<file path="src/rtl/irt_pkg.sv">
package irt_pkg;

   localparam int VEC_W  = 8;
   localparam int DEST_W = 8;

   typedef enum logic [1:0] {
      BUS_INDEX  = 2'd0,
      BUS_WINDOW = 2'd1,
      BUS_EOI    = 2'd2
   } bus_sel_e;

   // programmable part of a low word
   typedef struct packed {
      logic             mask;
      logic             level;
      logic             act_low;
      logic             logical;
      logic [2:0]       mode;
      logic [VEC_W-1:0] vector;
   } rte_cfg_t;

   localparam rte_cfg_t CFG_RESET = '{mask: 1'b1, level: 1'b0, act_low: 1'b0,
                                      logical: 1'b0, mode: 3'd0, vector: '0};

   function automatic logic [31:0] pack_lo(rte_cfg_t c, logic rirr, logic busy);
      return {15'd0, c.mask, c.level, rirr, c.act_low, busy, c.logical, c.mode, c.vector};
   endfunction

   function automatic rte_cfg_t unpack_lo(logic [31:0] w);
      rte_cfg_t c;
      c.vector  = w[7:0];
      c.mode    = w[10:8];
      c.logical = w[11];
      c.act_low = w[13];
      c.level   = w[15];
      c.mask    = w[16];
      return c;
   endfunction

endpackage

</file>
<file path="src/rtl/irt_prio_arb.sv">
module irt_prio_arb #(
   parameter int WIDTH = 8,
   localparam int IDX_W = (WIDTH > 1) ? $clog2(WIDTH) : 1
) (
   input  logic [WIDTH-1:0] req,
   output logic [WIDTH-1:0] grant,
   output logic [IDX_W-1:0] grant_idx,
   output logic             any
);

   assign any = |req;

   generate
      if (WIDTH == 1) begin : g_single
         assign grant     = req;
         assign grant_idx = '0;
      end else begin : g_chain
         always_comb begin
            grant     = '0;
            grant_idx = '0;
            for (int i = WIDTH - 1; i >= 0; i--) begin
               if (req[i]) begin
                  grant     = '0;
                  grant[i]  = 1'b1;
                  grant_idx = IDX_W'(i);
               end
            end
         end
      end
   endgenerate

endmodule

</file>
<file path="src/rtl/irt_entry.sv">
module irt_entry
   import irt_pkg::*;
(
   input  logic                clk,
   input  logic                rst_n,
   input  logic                irq_raw,
   input  logic                wr_lo,
   input  logic                wr_hi,
   input  logic [31:0]         wdata,
   input  logic                eoi_wr,
   input  logic [VEC_W-1:0]    eoi_vec,
   input  logic                accept,
   output logic [31:0]         lo_word,
   output logic [31:0]         hi_word,
   output logic                req,
   output rte_cfg_t            cfg,
   output logic [DEST_W-1:0]   dest
);

   logic irq_q, act_d, edge_pend, rirr;
   logic act, edge_hit, lvl_req, eoi_hit;

   assign act      = irq_q ^ cfg.act_low;
   assign edge_hit = act & ~act_d;
   assign lvl_req  = cfg.level & act & ~cfg.mask & ~rirr;
   assign req      = (edge_pend & ~cfg.mask & ~cfg.level) | lvl_req;
   assign eoi_hit  = eoi_wr && (eoi_vec == cfg.vector);

   always_ff @(posedge clk or negedge rst_n) begin
      if (!rst_n) begin
         cfg  <= CFG_RESET;
         dest <= '0;
      end else begin
         if (wr_lo) cfg  <= unpack_lo(wdata);
         if (wr_hi) dest <= wdata[31:24];
      end
   end

   always_ff @(posedge clk or negedge rst_n) begin
      if (!rst_n) begin
         irq_q <= 1'b0;
         act_d <= 1'b0;
      end else begin
         irq_q <= irq_raw;
         act_d <= act;
      end
   end

   // edge event held until delivered
   always_ff @(posedge clk or negedge rst_n) begin
      if (!rst_n)                    edge_pend <= 1'b0;
      else if (cfg.mask | cfg.level) edge_pend <= 1'b0;
      else if (edge_hit)             edge_pend <= 1'b1;
      else if (accept)               edge_pend <= 1'b0;
   end

   // remote IRR: set on accepted level request, cleared by matching EOI
   always_ff @(posedge clk or negedge rst_n) begin
      if (!rst_n)                  rirr <= 1'b0;
      else if (!cfg.level)         rirr <= 1'b0;
      else if (accept)             rirr <= 1'b1;
      else if (eoi_hit)            rirr <= 1'b0;
   end

   assign lo_word = pack_lo(cfg, rirr, req);
   assign hi_word = {dest, 24'd0};

   assert_accept_unmasked_R4: assert property (@(posedge clk) disable iff (!rst_n)
      accept |-> !cfg.mask);
   assert_rirr_set_R6: assert property (@(posedge clk) disable iff (!rst_n)
      (accept && cfg.level) |=> rirr);
   assert_level_quiet_R6: assert property (@(posedge clk) disable iff (!rst_n)
      (rirr && cfg.level) |-> !req);
   assert_eoi_clear_R7: assert property (@(posedge clk) disable iff (!rst_n)
      (eoi_hit && !accept) |=> !rirr);
   assert_rirr_readonly_R9: assert property (@(posedge clk) disable iff (!rst_n)
      (wr_lo && !accept && !eoi_hit) |=> (rirr == $past(rirr)));

endmodule

</file>
<file path="src/rtl/irt_ctrl.sv">
module irt_ctrl
   import irt_pkg::*;
#(
   parameter int NUM_LINES  = 8,
   parameter int TBL_BASE   = 16,
   parameter int VER_INDEX  = 1,
   parameter int VERSION_ID = 32,
   localparam int IDX_W     = (NUM_LINES > 1) ? $clog2(NUM_LINES) : 1,
   localparam int TBL_END   = TBL_BASE + 2 * NUM_LINES
) (
   input  logic                  clk,
   input  logic                  rst_n,
   input  logic                  bus_wr,
   input  logic [1:0]            bus_sel,
   input  logic [31:0]           bus_wdata,
   output logic [31:0]           bus_rdata,
   input  logic [NUM_LINES-1:0]  irq_in,
   output logic                  req_valid,
   input  logic                  req_ready,
   output logic [VEC_W-1:0]      req_vector,
   output logic [DEST_W-1:0]     req_dest,
   output logic [2:0]            req_mode,
   output logic                  req_logical
);

   initial begin
      assert (NUM_LINES >= 1 && NUM_LINES <= 120)
         else $error("NUM_LINES out of range");
      assert (TBL_BASE >= 0 && TBL_END <= 256)
         else $error("table does not fit the 8-bit index space");
      assert (VER_INDEX < TBL_BASE || VER_INDEX >= TBL_END)
         else $error("version index overlaps the table");
   end

   logic [7:0]  idx_q;
   logic        wr_index, wr_window, eoi_wr, tbl_hit, hi_sel;
   logic [7:0]  tbl_off;
   logic [6:0]  ent_sel;
   logic [31:0] win_rdata, version_word;

   logic [NUM_LINES-1:0] line_req, grant, accept;
   logic [IDX_W-1:0]     gidx;
   logic [31:0]          lo_arr   [NUM_LINES];
   logic [31:0]          hi_arr   [NUM_LINES];
   rte_cfg_t             cfg_arr  [NUM_LINES];
   logic [DEST_W-1:0]    dest_arr [NUM_LINES];

   assign wr_index  = bus_wr && (bus_sel == BUS_INDEX);
   assign wr_window = bus_wr && (bus_sel == BUS_WINDOW);
   assign eoi_wr    = bus_wr && (bus_sel == BUS_EOI);

   always_ff @(posedge clk or negedge rst_n) begin
      if (!rst_n)        idx_q <= '0;
      else if (wr_index) idx_q <= bus_wdata[7:0];
   end

   assign tbl_hit = (int'(idx_q) >= TBL_BASE) && (int'(idx_q) < TBL_END);
   assign tbl_off = idx_q - 8'(TBL_BASE);
   assign ent_sel = tbl_off[7:1];
   assign hi_sel  = tbl_off[0];

   assign version_word = {8'd0, 8'(NUM_LINES), 8'd0, 8'(VERSION_ID)};

   genvar gi;
   generate
      for (gi = 0; gi < NUM_LINES; gi++) begin : g_line
         logic sel_this;
         assign sel_this   = wr_window && tbl_hit && (ent_sel == 7'(gi));
         assign accept[gi] = grant[gi] && req_ready;

         irt_entry i_entry (
            .clk     (clk),
            .rst_n   (rst_n),
            .irq_raw (irq_in[gi]),
            .wr_lo   (sel_this && !hi_sel),
            .wr_hi   (sel_this && hi_sel),
            .wdata   (bus_wdata),
            .eoi_wr  (eoi_wr),
            .eoi_vec (bus_wdata[VEC_W-1:0]),
            .accept  (accept[gi]),
            .lo_word (lo_arr[gi]),
            .hi_word (hi_arr[gi]),
            .req     (line_req[gi]),
            .cfg     (cfg_arr[gi]),
            .dest    (dest_arr[gi])
         );
      end
   endgenerate

   irt_prio_arb #(.WIDTH(NUM_LINES)) i_arb (
      .req       (line_req),
      .grant     (grant),
      .grant_idx (gidx),
      .any       (req_valid)
   );

   assign req_vector  = cfg_arr[gidx].vector;
   assign req_mode    = cfg_arr[gidx].mode;
   assign req_logical = cfg_arr[gidx].logical;
   assign req_dest    = dest_arr[gidx];

   always_comb begin
      win_rdata = '0;
      if (int'(idx_q) == VER_INDEX) win_rdata = version_word;
      for (int i = 0; i < NUM_LINES; i++) begin
         if (tbl_hit && ent_sel == 7'(i))
            win_rdata = hi_sel ? hi_arr[i] : lo_arr[i];
      end
   end

   always_comb begin
      unique case (bus_sel)
         BUS_INDEX:  bus_rdata = {24'd0, idx_q};
         BUS_WINDOW: bus_rdata = win_rdata;
         default:    bus_rdata = '0;
      endcase
   end

   assert_grant_onehot_R10: assert property (@(posedge clk) disable iff (!rst_n)
      req_valid |-> $onehot(grant));
   assert_no_grant_idle_R10: assert property (@(posedge clk) disable iff (!rst_n)
      !req_valid |-> (grant == '0));
   assert_index_hold_R1: assert property (@(posedge clk) disable iff (!rst_n)
      !wr_index |=> $stable(idx_q));

endmodule

</file>
<file path="config.mk">
export PLATFORM = sky130hd
export DESIGN_NAME = irt_ctrl
export DESIGN_NICKNAME = d
export VERILOG_FILES = /design/src/rtl/irt_pkg.sv /design/src/rtl/irt_prio_arb.sv /design/src/rtl/irt_entry.sv /design/src/rtl/irt_ctrl.sv
export SDC_FILE = /design/constraint.sdc
export NUM_CORES = 1
export LEC_CHECK = 0
export ABC_AREA = 1
export BUFFER_PORTS_ARGS = -buffer_cell sky130_fd_sc_hd__buf_2
export CORE_UTILIZATION = 50
export CTS_CLUSTER_SIZE = 14
export DETAILED_ROUTE_END_ITERATION = 6
export PLACE_DENSITY = 0.73
export SKIP_CTS_REPAIR_TIMING = 1
export SLEW_MARGIN = 20
export SYNTH_ARGS = -nofsm -noshare
export SYNTH_HDL_FRONTEND = slang
export SYNTH_SLANG_ARGS = --single-unit
</file>
<file path="constraint.sdc">
create_clock -name clk -period 2 [get_ports clk]
set_input_delay 0.1 -clock clk [delete_from_list [all_inputs] [get_ports clk]]
set_output_delay 0.1 -clock clk [all_outputs]
set_load 0.01 [all_outputs]
</file>
==> flow_summary.yaml <==
clocking:
  clk_latency_ns: 0.55
  cts.sinks: 224
  clockRootBuffer: "clkbuf_16"
  clkTransAtPathRegs_ns: 0.06
  htree_levels: 1
  cts_tree: "yes"
  clk_path_buf_depth: 3
  numCtsBuffers: 26
sta:
  setup_viol: 235
  slew_headroom: 0.358
  finalCritPeriodShare: 1.57
  fin_skew_ns: 0.0146
  finalHoldViolCount: 0
  layout_setup_ws_ns: -1.14
  slew_violations: 0
  worst_hold_slack_ns: 0.00787
  period_minus_slack_ns: 3.14
  rsz0062_at_grt: "yes"
  fmax_ghz: 0.318
  tightest_slew_ns: 0.963
synth:
  synthSimpleGateAreaFrac: 0.314
  synth_mux_area_frac: 0
  synth_area_per_cell_sq_um: 7.17
  synth_xor_area_frac: 0.0288
  synthFlopType: "dfrtp_1"
  synth.largest_area_cell: "dfrtp_1"
  synth_edf_count: 0
  ys_warn_count: 0
  synth_area_leaders: "dfrtp_1 39%, nand2_1 16%, nand3_1 6.5%, inv_1 5.5%, o21ai_1 4.2%"
  syn_area_sq_mm: 0.0137
  ys_ff_latch: 224
  synth_fa_ha_area_frac: 0.00274
  yosysTopAreaCellShare: 0.394
  synth-compound-area-share: 0.141
  ys_types: 46
  synth_top_family_by_area: "simple AND/OR/NAND/NOR gates"
  syn_inst: 1913
  yosysSeqAreaShare: 0.410
  async_reset_ff_frac: 1.00
floorplan:
  core_area_sq_mm: 0.0270
  die_y_microns: 168
  dieArea_sq_mm: 0.0281
  die_x_microns: 168
  start_util: 0.509
  rows: 60
  pin_count: 99
critical_path:
  cpMaxStageDelayCell: "dfrtp_2"
  crit_fanout: 4
  cp_top_family: "simple AND/OR/NAND/NOR gates"
  crit_arrival_ns: 3.04
  critPathBufInv: 4
  cp_common_cell: "nand2_1"
  crit_type: "flop to primary output"
  crit_path_start_kind: "flop"
  end_kind: "primary output"
  crit_chain: "clkinv_4, ha_4, inv_2, nor2_1, nand2_1, nor2_4, buf_12, nand3_4, nand2_1, nand2_1, o21bai_1, nand2_1, nand2_1, nand3_1, nand2_1, nand2_1, buf_2"
  critPathMaxStageDelay_ns: 0.41
  required_ns: 1.90
detailed_routing:
  viasPerCell: 6.08
  drt_iter0_drc: 2163
  drt_wl_total_microns: 54800
  drtAntennaViolNets: 0
  vias: 15494
  routedWlPerCell_microns: 21.5
  drc: 0
  drtPass1Iterations: 6
power:
  vdd_drop_max_uv: 700
  leakage_nw: 9.30
  total_power_mw: 14.9
  p_per_area_mw_per_mm2: 756
flow_run:
  maxCapViolCount: 0
layout:
  layout.nets: 2237
  multi_input_area_sq_mm: 0.00856
  fillers: 1857
  syn2layout_area_growth_pct: 44.2
  final_util: 0.734
  final_common_cell: "nand2_1"
  regArea_sq_mm: 0.00562
  drive_gt1_frac: 0.377
  layout_common_cells: "378 x nand2_1, 212 x dfrtp_1, 190 x inv_1, 161 x buf_4, 150 x nand2_2"
global_route:
  grt_pass1_wl_microns: 72800
  grt_max_degree: 66
  antenna_found_initial: 2
  grt_pass1_vias: 12903
  grt.overflow.total: 0
  grtUsageTotal: 0.331
place:
  gp_congestion: 1.01
  io_buffer_count: 83
  dp_slack_ns: -0.432
  dp.final_hpwl_microns: 34400
hold_path:
  hold_path_class: "input port to flop"
status:
  violations: "negative setup slack"
  status: "finished with violations"
[tightest hold or removal path, delay by kind of cell]
kind	cells	cell delay (ns)
buffers and inverters	2	0.24
AOI/OAI and AO/OA	1	0.18
[stage by stage]
stage               instance area, sq um  std cells  TNS [ns]
finish                             19800       2550   -114.24
global placement                   15900       2420    -56.45
CTS                                16800       2467   -104.96
detailed placement                 15900       2420    -70.65
global route                       19800       2550   -130.80
floorplan                          14000       1918     -2.27
[layout make-up]
class / instances / area share
multi-input combinational: 1370 / 0.433
sequential: 224 / 0.284
timing repair buffer: 348 / 0.174
inverter: 218 / 0.0437
clock buffer: 42 / 0.0416
tap: 341 / 0.0216
clock inverter: 5 / 0.00139
antenna: 2 / 0.000253
[layer usage]
layer,vias up,GRT usage,wire [microns]
met2,1127,0.463,23400
met3,224,0.0773,6350
li1,6783,-,-
met4,0,0.107,2920
met5,-,0,0
met1,7360,0.498,22100
[power by group]
part           switching, mW  internal [mW]
Clock                   1.99           2.79
Combinational           3.22           2.21
Sequential            0.0909           4.64
[path summary, 6_finish.rpt]
path / start / to / slack [ns] / depth (start not counted)
worst min register to register: g_line[5].i_entry.act_d$_DFF_PN0_ / g_line[5].i_entry.edge_pend$_DFFE_PN0P_ / 0.44 / 1
worst max-delay path: idx_q[5]$_DFFE_PN0P_ / bus_rdata[5] / -1.14 / 17
max in group asynchronous: rst_n / g_line[2].i_entry.cfg[14]$_DFFE_PN1P_ / 1.15 / 3
min in group asynchronous: rst_n / g_line[7].i_entry.dest[7]$_DFFE_PN0P_ / 0.09 / 2
worst max register to register: idx_q[5]$_DFFE_PN0P_ / g_line[3].i_entry.dest[6]$_DFFE_PN0P_ / -0.47 / 14
worst min-delay path: bus_wdata[30] / g_line[4].i_entry.dest[6]$_DFFE_PN0P_ / 0.008 / 3
[cells by family (layout without fill, tap and decap cells)]
logic type | Yosys count | in the layout
DFF | 224 | 224
adders and majority gates | 3 | 3
and+or+nand+nor | 956 | 964
other | 1 | 8
xor gates and xnor gates | 45 | 45
buffers and inverters | 332 | 613
AOI/OAI and AO/OA | 352 | 352
[registers in the layout, summed over array words and instances (netlist names)]
signal	flops
g_line.i_entry.act_d	8
g_line.i_entry.cfg	120
g_line.i_entry.dest	64
g_line.i_entry.edge_pend	8
g_line.i_entry.irq_q	8
g_line.i_entry.rirr	8
idx_q	8
[synth_stat cells (19+ instances only)]
library cell,number
nand2_1,576
dfrtp_1,216
inv_1,201
nand3_1,179
o21ai_1,116
o21ai_0,106
nor2_1,78
a21oi_1,64
buf_2,49
xor2_1,45
clkbuf_1,39
nand3b_1,38
nand4_1,19
nor3_1,19
(Power assumes the default switching activity.)
